===== config.mk =====
export PLATFORM = sky130hd
export DESIGN_NAME = chroma_upsampler
export DESIGN_NICKNAME = d
export VERILOG_FILES = /design/src/rtl/upsamp_pkg.sv /design/src/rtl/upsamp_window.sv /design/src/rtl/upsamp_chroma.sv /design/src/rtl/chroma_upsampler.sv
export SDC_FILE = /design/constraint.sdc
export NUM_CORES = 1
export LEC_CHECK = 0
export CAP_MARGIN = 20
export CORE_MARGIN = 2
export CORE_UTILIZATION = 30
export CTS_CLUSTER_SIZE = 10
export DETAILED_ROUTE_END_ITERATION = 10
export HOLD_SLACK_MARGIN = 0.1
export SYNTH_ARGS = -nofsm -noshare
export SYNTH_HDL_FRONTEND = slang
export SYNTH_SLANG_ARGS = --single-unit

===== constraint.sdc =====
create_clock -name clk -period 2.28 [get_ports clk]
set_input_delay 0.456 -clock clk [delete_from_list [all_inputs] [get_ports clk]]
set_output_delay 0.456 -clock clk [all_outputs]
set_load 0.05 [all_outputs]

===== src/rtl/upsamp_pkg.sv =====
package upsamp_pkg;

    typedef enum logic {
        CHR_REPEAT = 1'b0,
        CHR_INTERP = 1'b1
    } chroma_mode_e;

    typedef struct packed {
        logic hs;
        logic vs;
        logic de;
    } sync_t;

endpackage


===== src/rtl/upsamp_window.sv =====
module upsamp_window #(
    parameter int PORT_W = 8,
    localparam int LOW_W = PORT_W / 2,
    localparam int CW    = PORT_W + LOW_W,
    localparam int TAPS  = 4
) (
    input  logic                      clk,
    input  logic                      rst_n,
    input  logic [PORT_W-1:0]         port_a,
    input  logic [PORT_W-1:0]         port_b,
    input  logic [PORT_W-1:0]         port_c,
    input  upsamp_pkg::sync_t         sync_in,
    output logic [TAPS-1:0][CW-1:0]   c_tap,
    output logic [TAPS-1:0]           de_tap,
    output logic [CW-1:0]             y_mid,
    output logic                      odd_mid,
    output logic                      hs_mid,
    output logic                      vs_mid
);

    typedef struct packed {
        logic [CW-1:0] y;
        logic [CW-1:0] c;
        logic          de;
        logic          hs;
        logic          vs;
        logic          odd;
    } tap_t;

    tap_t [TAPS-1:0] win_d, win_q;

    // next state: newest sample enters tap 0, others shift toward tap 3
    always_comb begin
        win_d        = win_q;
        win_d[0].y   = {port_b, port_a[LOW_W-1:0]};
        win_d[0].c   = {port_c, port_a[PORT_W-1 -: LOW_W]};
        win_d[0].de  = sync_in.de;
        win_d[0].hs  = sync_in.hs;
        win_d[0].vs  = sync_in.vs;
        win_d[0].odd = sync_in.de & win_q[0].de & ~win_q[0].odd;
        for (int i = 1; i < TAPS; i++) begin
            win_d[i] = win_q[i-1];
        end
    end

    always_ff @(posedge clk) begin
        if (!rst_n) win_q <= '0;
        else        win_q <= win_d;
    end

    for (genvar g = 0; g < TAPS; g++) begin : g_tap
        assign c_tap[g]  = win_q[g].c;
        assign de_tap[g] = win_q[g].de;
    end

    assign y_mid   = win_q[2].y;
    assign odd_mid = win_q[2].odd;
    assign hs_mid  = win_q[2].hs;
    assign vs_mid  = win_q[2].vs;


    line_start_even_chk: assert property (@(posedge clk) disable iff (!rst_n)
        (!win_q[1].de && win_q[0].de) |-> !win_q[0].odd);


    phase_alternates_chk: assert property (@(posedge clk) disable iff (!rst_n)
        (win_q[1].de && win_q[0].de) |-> (win_q[0].odd != win_q[1].odd));

endmodule


===== src/rtl/upsamp_chroma.sv =====
module upsamp_chroma #(
    parameter int CW = 12,
    localparam int TAPS = 4,
    localparam logic [CW-1:0] BLANK_Y = CW'(1) << (CW - 4),
    localparam logic [CW-1:0] BLANK_C = CW'(1) << (CW - 1)
) (
    input  logic                      clk,
    input  logic                      rst_n,
    input  upsamp_pkg::chroma_mode_e  mode,
    input  logic [TAPS-1:0][CW-1:0]   c_tap,
    input  logic [TAPS-1:0]           de_tap,
    input  logic [CW-1:0]             y_mid,
    input  logic                      odd_mid,
    input  logic                      hs_mid,
    input  logic                      vs_mid,
    output logic [CW-1:0]             y_out,
    output logic [CW-1:0]             cb_out,
    output logic [CW-1:0]             cr_out,
    output logic                      hs_out,
    output logic                      vs_out,
    output logic                      de_out
);
    import upsamp_pkg::*;

    // tap roles around the pixel being emitted (tap 2)
    localparam int NEXT2 = 0;
    localparam int NEXT1 = 1;
    localparam int CUR   = 2;
    localparam int PREV  = 3;

    typedef struct packed {
        logic [CW-1:0] y;
        logic [CW-1:0] cb;
        logic [CW-1:0] cr;
        logic          hs;
        logic          vs;
        logic          de;
        logic          odd;
    } out_t;

    localparam out_t OUT_RST = '{y: BLANK_Y, cb: BLANK_C, cr: BLANK_C,
                                 hs: 1'b0, vs: 1'b0, de: 1'b0, odd: 1'b0};

    out_t out_d, out_q;

    function automatic logic [CW-1:0] avg2(input logic [CW-1:0] a, input logic [CW-1:0] b);
        logic [CW:0] s;
        s = {1'b0, a} + {1'b0, b} + (CW+1)'(1);
        return s[CW:1];
    endfunction

    logic next_pair_ok;
    assign next_pair_ok = de_tap[NEXT1] & de_tap[NEXT2];

    always_comb begin
        out_d     = OUT_RST;
        out_d.hs  = hs_mid;
        out_d.vs  = vs_mid;
        out_d.de  = de_tap[CUR];
        out_d.odd = odd_mid;
        if (de_tap[CUR]) begin
            out_d.y = y_mid;
            if (!odd_mid) begin
                out_d.cb = c_tap[CUR];
                out_d.cr = c_tap[NEXT1];
            end else if (mode == CHR_INTERP && next_pair_ok) begin
                out_d.cb = avg2(c_tap[PREV], c_tap[NEXT1]);
                out_d.cr = avg2(c_tap[CUR],  c_tap[NEXT2]);
            end else begin
                out_d.cb = c_tap[PREV];
                out_d.cr = c_tap[CUR];
            end
        end
    end

    always_ff @(posedge clk) begin
        if (!rst_n) out_q <= OUT_RST;
        else        out_q <= out_d;
    end

    assign y_out  = out_q.y;
    assign cb_out = out_q.cb;
    assign cr_out = out_q.cr;
    assign hs_out = out_q.hs;
    assign vs_out = out_q.vs;
    assign de_out = out_q.de;


    repeat_pair_chk: assert property (@(posedge clk) disable iff (!rst_n)
        (out_q.de && out_q.odd && $past(mode) == CHR_REPEAT)
            |-> (out_q.cb == $past(out_q.cb) && out_q.cr == $past(out_q.cr)));


    first_even_chk: assert property (@(posedge clk) disable iff (!rst_n)
        $rose(out_q.de) |-> !out_q.odd);


    interp_bounds_chk: assert property (@(posedge clk) disable iff (!rst_n)
        (out_q.de && out_q.odd && $past(mode) == CHR_INTERP && $past(next_pair_ok))
            |-> ((out_q.cb >= $past(c_tap[PREV]) || out_q.cb >= $past(c_tap[NEXT1])) &&
                 (out_q.cb <= $past(c_tap[PREV]) || out_q.cb <= $past(c_tap[NEXT1]))));

endmodule


===== src/rtl/chroma_upsampler.sv =====
module chroma_upsampler #(
    parameter int PORT_W = 8,
    localparam int CW = PORT_W + PORT_W / 2,
    localparam int LAT = 3,
    localparam logic [CW-1:0] BLANK_Y = CW'(1) << (CW - 4),
    localparam logic [CW-1:0] BLANK_C = CW'(1) << (CW - 1)
) (
    input  logic              clk,
    input  logic              rst_n,
    input  logic [PORT_W-1:0] port_a,
    input  logic [PORT_W-1:0] port_b,
    input  logic [PORT_W-1:0] port_c,
    input  logic              interp_mode,
    input  logic              embedded_mode,
    input  logic              hs_in,
    input  logic              vs_in,
    input  logic              de_in,
    input  logic              emb_hs,
    input  logic              emb_vs,
    input  logic              emb_de,
    output logic [CW-1:0]     y_out,
    output logic [CW-1:0]     cb_out,
    output logic [CW-1:0]     cr_out,
    output logic              hs_out,
    output logic              vs_out,
    output logic              de_out
);
    import upsamp_pkg::*;

    sync_t sync_sel;
    assign sync_sel = embedded_mode ? sync_t'{hs: emb_hs, vs: emb_vs, de: emb_de}
                                    : sync_t'{hs: hs_in,  vs: vs_in,  de: de_in};

    logic [3:0][CW-1:0] c_tap;
    logic [3:0]         de_tap;
    logic [CW-1:0]      y_mid;
    logic               odd_mid, hs_mid, vs_mid;

    upsamp_window #(.PORT_W(PORT_W)) u_window (
        .clk     (clk),
        .rst_n   (rst_n),
        .port_a  (port_a),
        .port_b  (port_b),
        .port_c  (port_c),
        .sync_in (sync_sel),
        .c_tap   (c_tap),
        .de_tap  (de_tap),
        .y_mid   (y_mid),
        .odd_mid (odd_mid),
        .hs_mid  (hs_mid),
        .vs_mid  (vs_mid)
    );

    upsamp_chroma #(.CW(CW)) u_chroma (
        .clk     (clk),
        .rst_n   (rst_n),
        .mode    (chroma_mode_e'(interp_mode)),
        .c_tap   (c_tap),
        .de_tap  (de_tap),
        .y_mid   (y_mid),
        .odd_mid (odd_mid),
        .hs_mid  (hs_mid),
        .vs_mid  (vs_mid),
        .y_out   (y_out),
        .cb_out  (cb_out),
        .cr_out  (cr_out),
        .hs_out  (hs_out),
        .vs_out  (vs_out),
        .de_out  (de_out)
    );

    // checker warm-up: edges seen since reset released
    logic [2:0] since_rst_q;
    always_ff @(posedge clk) begin
        if (!rst_n)                 since_rst_q <= '0;
        else if (since_rst_q != '1) since_rst_q <= since_rst_q + 3'd1;
    end


    blank_codes_chk: assert property (@(posedge clk) disable iff (!rst_n)
        !de_out |-> (y_out == BLANK_Y && cb_out == BLANK_C && cr_out == BLANK_C));


    sync_latency_chk: assert property (@(posedge clk) disable iff (!rst_n)
        (since_rst_q >= 3'(LAT + 2)) |->
            (de_out == $past(sync_sel.de, LAT + 1) &&
             hs_out == $past(sync_sel.hs, LAT + 1) &&
             vs_out == $past(sync_sel.vs, LAT + 1)));


    luma_latency_chk: assert property (@(posedge clk) disable iff (!rst_n)
        (since_rst_q >= 3'(LAT + 2) && de_out) |->
            (y_out == $past({port_b, port_a[PORT_W/2-1:0]}, LAT + 1)));

endmodule


### Word-level counts from Yosys, hierarchy flattened

Index checks and enable logic that the tools add are counted.

| operators by class | value |
|---|---|
| bitwise gates (word level) | 4 |
| multiplexer cells | 3 |
| add/sub/neg operators | 4 |
| reductions and logical operators | 2 |

Operator list:

| operator | count |
|---|---|
| 24-bit two-way mux | 2 |
| 12-bit by 12-bit adder with 13-bit output | 2 |
| 13-bit by 1-bit adder with 13-bit output (second input constant) | 2 |
| 1-bit AND | 3 |
| 3-bit two-way mux | 1 |
| 2-bit AND reduction | 1 |
| 1-bit logical AND | 1 |
| 1-bit inverter | 1 |

| storage, ports and cells | value |
|---|---|
| word-level logic and storage cells | 38 |
| output and inout port bits | 39 |
| bits of input ports | 34 |
| bits in registers | 135 |

### Depth between registers and ports, before layout

| logic depth | value |
|---|---|
| word-level depth | 4 |
| gate-level depth with buffers | 8 |
| mapped depth without buffers | 8 |

### Cells and area by module

Synthesis repeated with hierarchy kept, for this count alone.

| second synthesis, totals | value |
|---|---|
| cells, all modules | 550 |
| area total of the unflattened synthesis | 5485.3 µm² |

Modules (own cells, without submodules):

| module | area an instance (µm²) | sequential area each (µm²) | instances | cells each |
|---|---|---|---|---|
| upsamp_window | 3010.4 | 1941.9 | 1 | 255 |
| upsamp_chroma | 2441.1 | 780.7 | 1 | 292 |
| chroma_upsampler | 33.8 | 0.0 | 1 | 3 |

### Least setup slack after synthesis

No wires, ideal clock.

| timing | value |
|---|---|
| path kind | reg-to-reg |
| start point | register u_window.win_q, in the netlist u_window.c_tap[24] |
| end point | register u_chroma.out_q, in the netlist u_chroma.cr_out[7] |
| data required time | 2.143 ns |
| arrival | 1.916 ns |
| cell stages (with the launch flop) | 9 |
| library setup time | 0.137 ns |
| slack | 0.228 ns |
| clock period less this slack | 2.052 ns |
| buffers on the path | 0 |
| path through | dfxtp_1 -> or2_2 -> fa_1 -> a21o_1 -> a221oi_2 -> o21ai_1 -> xor2_1 -> nand2_1 -> a31oi_1 |

| on the way | value |
|---|---|
| longest elaborated chain between the ends | 4 |

RTL lines:

| element | RTL line | RTL |
|---|---|---|
| start: declaration | upsamp_window.sv:30 | `tap_t [TAPS-1:0] win_d, win_q;` |
| start signal: assignment | upsamp_window.sv:48 | `else win_q <= win_d;` |
| 12-bit by 12-bit adder with 13-bit output | upsamp_chroma.sv:48 | `s = {1'b0, a} + {1'b0, b} + (CW+1)'(1);` |
| 13-bit by 1-bit adder with 13-bit output | upsamp_chroma.sv:48 |  |
| 24-bit two-way mux | upsamp_chroma.sv:66 | `end else if (mode == CHR_INTERP && next_pair_ok) begin` |
| 24-bit two-way mux | upsamp_chroma.sv:63 | `if (!odd_mid) begin` |
| end signal: assignment | upsamp_chroma.sv:78 | `else out_q <= out_d;` |
| end: declaration | upsamp_chroma.sv:44 | `out_t out_d, out_q;` |

No other way between the ends.
A chain may end at the register's enable or synchronous reset.

### Worst setup path in the final report

| timing | value |
|---|---|
| start point | register u_window.win_q, in the netlist u_window.c_tap[24] |
| end point | register u_chroma.out_q, in the netlist u_chroma.cr_out[5] |

The elaborated chain is that of the path after synthesis.

==> results.py <==
metrics = {
    "synth": {
        "synth_top_area_share_pct": 53.3,
        "async_reset_ff_share_pct": 0,
        "synth_cells": 503,
        "synth_common_cells": "dfxtp_1 (135), and2_1 (95), nand2_1 (38), a21oi_1 (24), ha_1 (22)",
        "yosysMostFrequentCell": "dfxtp_1",
        "synth.distinct_cells": 52,
        "synth_fp_nets": 561,
        "synth_area_leaders": "dfxtp_1 (53%), and2_1 (12%), ha_1 (5.4%)",
        "synth_area_sq_mm": 0.00507,
        "synth_ff_type": "dfxtp_1",
        "ys_seq_elements": 135,
        "yosys_warnings": 0,
        "seq_area_frac_synth_pct": 53.3,
        "synth_area_leader_cell": "dfxtp_1",
        "synth_edf_count": 0,
        "avgSynthCellArea_sq_um": 10.1,
    },
    "cts": {
        "cts_root_buf": "clkbuf_16",
        "path_clk_slew_ps": 60,
        "clock_path_buffers": 2,
        "cts_sinks": 135,
        "clk_latency_ps": 420,
        "cts_max_level": 4,
        "cts_tree": "built",
        "cts_buffers": 17,
    },
    "final_layout": {
        "antennaDiodeCount": 0,
        "nNetsFinal": 636,
        "area_growth_pct": 30.9,
        "filler_cell_count": 1649,
        "multi_input_area_sq_mm": 0.00227,
        "drive_gt1_share_pct": 9.48,
        "ff_latch_area_sq_mm": 0.00270,
    },
    "run_status": {
        "status": "finished, final reports clean",
    },
    "timing": {
        "period_share_pct": 93.7,
        "hold_viol": 0,
        "min_period_ps": 2140,
        "maxSlewHeadroom_pct": 51.6,
        "finClkSkew_ps": 6.52,
        "worst_slack_ps": 143,
        "max_freq_mhz": 468,
        "tns_ps": 0,
        "rsz0062_at_grt": "false",
        "worst_slew_pin_slew_ps": 726,
        "finalSetupViolations": 0,
        "slew_viol_final": 0,
    },
    "worst_setup_path": {
        "timing.rr.start": "u_window.c_tap[24]$_SDFF_PN0_",
        "reg2reg_to": "u_chroma.cr_out[5]$_SDFF_PN0_",
        "r2r_slack_ps": 140,
        "critPathArrivalTime_ps": 2410,
        "path_max_fanout": 3,
        "crit_required_ps": 2560,
        "criticalPathCategory": "flop to flop",
        "worstSetupEndpointType": "flop",
        "cp-start-kind": "flop",
        "reg2reg_depth": 8,
    },
    "placed_design": {
        "post-place-ws_ps": 23.0,
        "gp_congestion": 0.752,
        "hpwl_mm": 7.34,
        "portBuffers": 72,
    },
    "worst_hold_path": {
        "hold_depth": 2,
        "holdPathEnd": "u_window.win_d[29]$_SDFF_PN0_",
        "hp-start": "rst_n",
        "hp-class": "input pin to flop",
    },
    "floorplanning": {
        "initial_core_util_pct": 30.6,
        "core_sq_mm": 0.0166,
        "die_h_um": 134,
        "rows": 47,
        "die_w_um": 134,
        "ios": 73,
        "dieArea_sq_mm": 0.0180,
    },
    "global_route": {
        "met2_usage_pct": 19.2,
        "use_met1_pct": 15.8,
        "grt_usage_pct": 12.6,
        "grt_max_degree": 100,
        "grt.overflow.total": 0,
        "met3_usage_pct": 4.76,
        "grt_pass1_wl_mm": 17.6,
        "antenna_found_initial": 0,
        "grt.busiest_layer": "met2",
        "grt_pass1_vias": 3638,
    },
    "detailed_routing": {
        "vias": 3623,
        "drt_iter0_drc": 223,
        "wire_per_inst_um": 13.0,
        "ant_nets": 0,
        "vias_per_cell": 4.47,
        "drc_errors": 0,
        "first_pass_iters": 4,
        "wl_mm": 10.6,
    },
    "job": {
        "maxCapViolations": 0,
    },
    "pwr": {
        "total_leakage_power_uw": 0.00270,
        "p_int_uw": 4210,
        "p_seq_share_pct": 45.2,
        "pwr-share-comb_pct": 4.9,
        "pwr_density_cell_mw_per_mm2": 821,
        "power.net_switching_uw": 1240,
        "peakVddDrop_v": 0.000498,
        "sw_frac_of_total_pct": 22.8,
        "clkPwrFrac_pct": 49.9,
    },
}
## power by group through the flow
| stage | Combinational, uW | Clock, uW | Sequential (uW) |
|---|---|---|---|
| final | 269 | 2720 | 2460 |
| after global routing | 300 | 2900 | 2470 |
| after CTS | 270 | 2780 | 2460 |
| after detailed placement | 268 | 0 | 2510 |
| after global placement | 260 | 0 | 2510 |
| after floorplan | 158 | 0 | 2510 |
## worst max-delay path, stage by stage (launching register included)
cell and delay [ps]:
dfxtp_1 320, or2_2 300, fa_1 400, a21o_1 240, a221oi_4 300, xor2_1 200
nor2_1 50, a21oi_1 110, a21oi_1 80
## layout by cell type (no fill, tap or decap), types with 3 or more instances in the layout
master           instances
inv_6                    5
a31oi_1                 12
clkdlybuf4s50_1         71
o21ai_1                  6
nor2_1                  18
and3_1                  15
a21o_1                   5
or2_2                    3
a21oi_1                 22
clkbuf_16               17
nand2_1                 38
dfxtp_1                135
o211ai_1                 4
inv_1                    3
nand2b_1                 3
mux2i_1                  7
xnor2_1                  9
nand3_1                  5
ha_1                    22
xor2_1                   6
nor2b_1                  6
a21oi_2                  4
and2_1                  95
nor3_1                   3
o21ai_0                 18
buf_4                   10
a311oi_1                 6
## kinds of logic (layout without fill, tap and decap cells)
kind of cell    after synthesis  count (layout)  synth area share (%)
compound gates               96              96                  12.4
fa+ha+maj                    24              24                  6.22
buf+inv                      29             117                  2.37
simple gates                197             197                  21.7
flops                       135             135                  53.3
xor+xnor                     15              15                  2.59
mux                           7               7                  1.38
## worst max path at each step
stage	from	to	slack, ps
after floorplan	u_window.c_tap[24]$_SDFF_PN0_	u_chroma.cr_out[7]$_SDFF_PN0_	230
after global placement	u_window.c_tap[36]$_SDFF_PN0_	u_chroma.cb_out[9]$_SDFF_PN0_	110
after detailed placement	interp_mode	u_chroma.cb_out[8]$_SDFF_PN0_	20
after CTS	u_window.c_tap[12]$_SDFF_PN0_	u_chroma.cb_out[9]$_SDFF_PN0_	40
after global routing	u_window.c_tap[12]$_SDFF_PN0_	u_chroma.cb_out[11]$_SDFF_PN1_	30
final	u_window.c_tap[24]$_SDFF_PN0_	u_chroma.cr_out[5]$_SDFF_PN0_	140
## state kept, by name (all words and copies together) (netlist names)
| name | count |
|---|---|
| u_window.odd_mid | 1 |
| u_window.y_mid | 12 |
| u_window.win_d | 30 |
| u_chroma.y_out | 12 |
| u_chroma.cb_out | 12 |
| u_chroma.vs_out | 1 |
| u_window.de_tap | 3 |
| u_window.vs_mid | 1 |
| u_window.c_tap | 48 |
| u_chroma.cr_out | 12 |
| u_chroma.hs_out | 1 |
| u_chroma.de_out | 1 |
| u_window.hs_mid | 1 |
## final cells by class
cell class                 instances  share of cell area [%]
timing repair buffer              82                    11.9
tap                              220                    4.14
clock buffer                      18                    6.46
inverter                           3                   0.170
clock inverter                    14                    2.47
sequential                       135                    40.7
multi-input combinational        339                    34.2
## layer usage
metal | wire [um] | vias up
met5 | 0 | -
met4 | 208 | 0
met2 | 4770 | 102
li1 | - | 1863
met1 | 4800 | 1646
met3 | 802 | 12
## metrics by stage
stage               utilization (%)  area, sq um  std cells  hold WS, ps  power, uW
floorplan                         -         5070        503          386       2670
global placement               36.3         6020        778          398       2770
detailed placement             36.3         6020        778          397       2780
CTS                            39.9         6620        810          375       5520
global route                   40.0         6640        811          384       5670
finish                         40.0         6640        811          387       5450
## timing repair
action                                  in CTS  in global routing
resized for setup                            0                  3
setup buffers                                0                  1
hold buffers                                 0                  0
endpoints found under the setup margin       0                  5
Power figures use the tool's default switching activity.
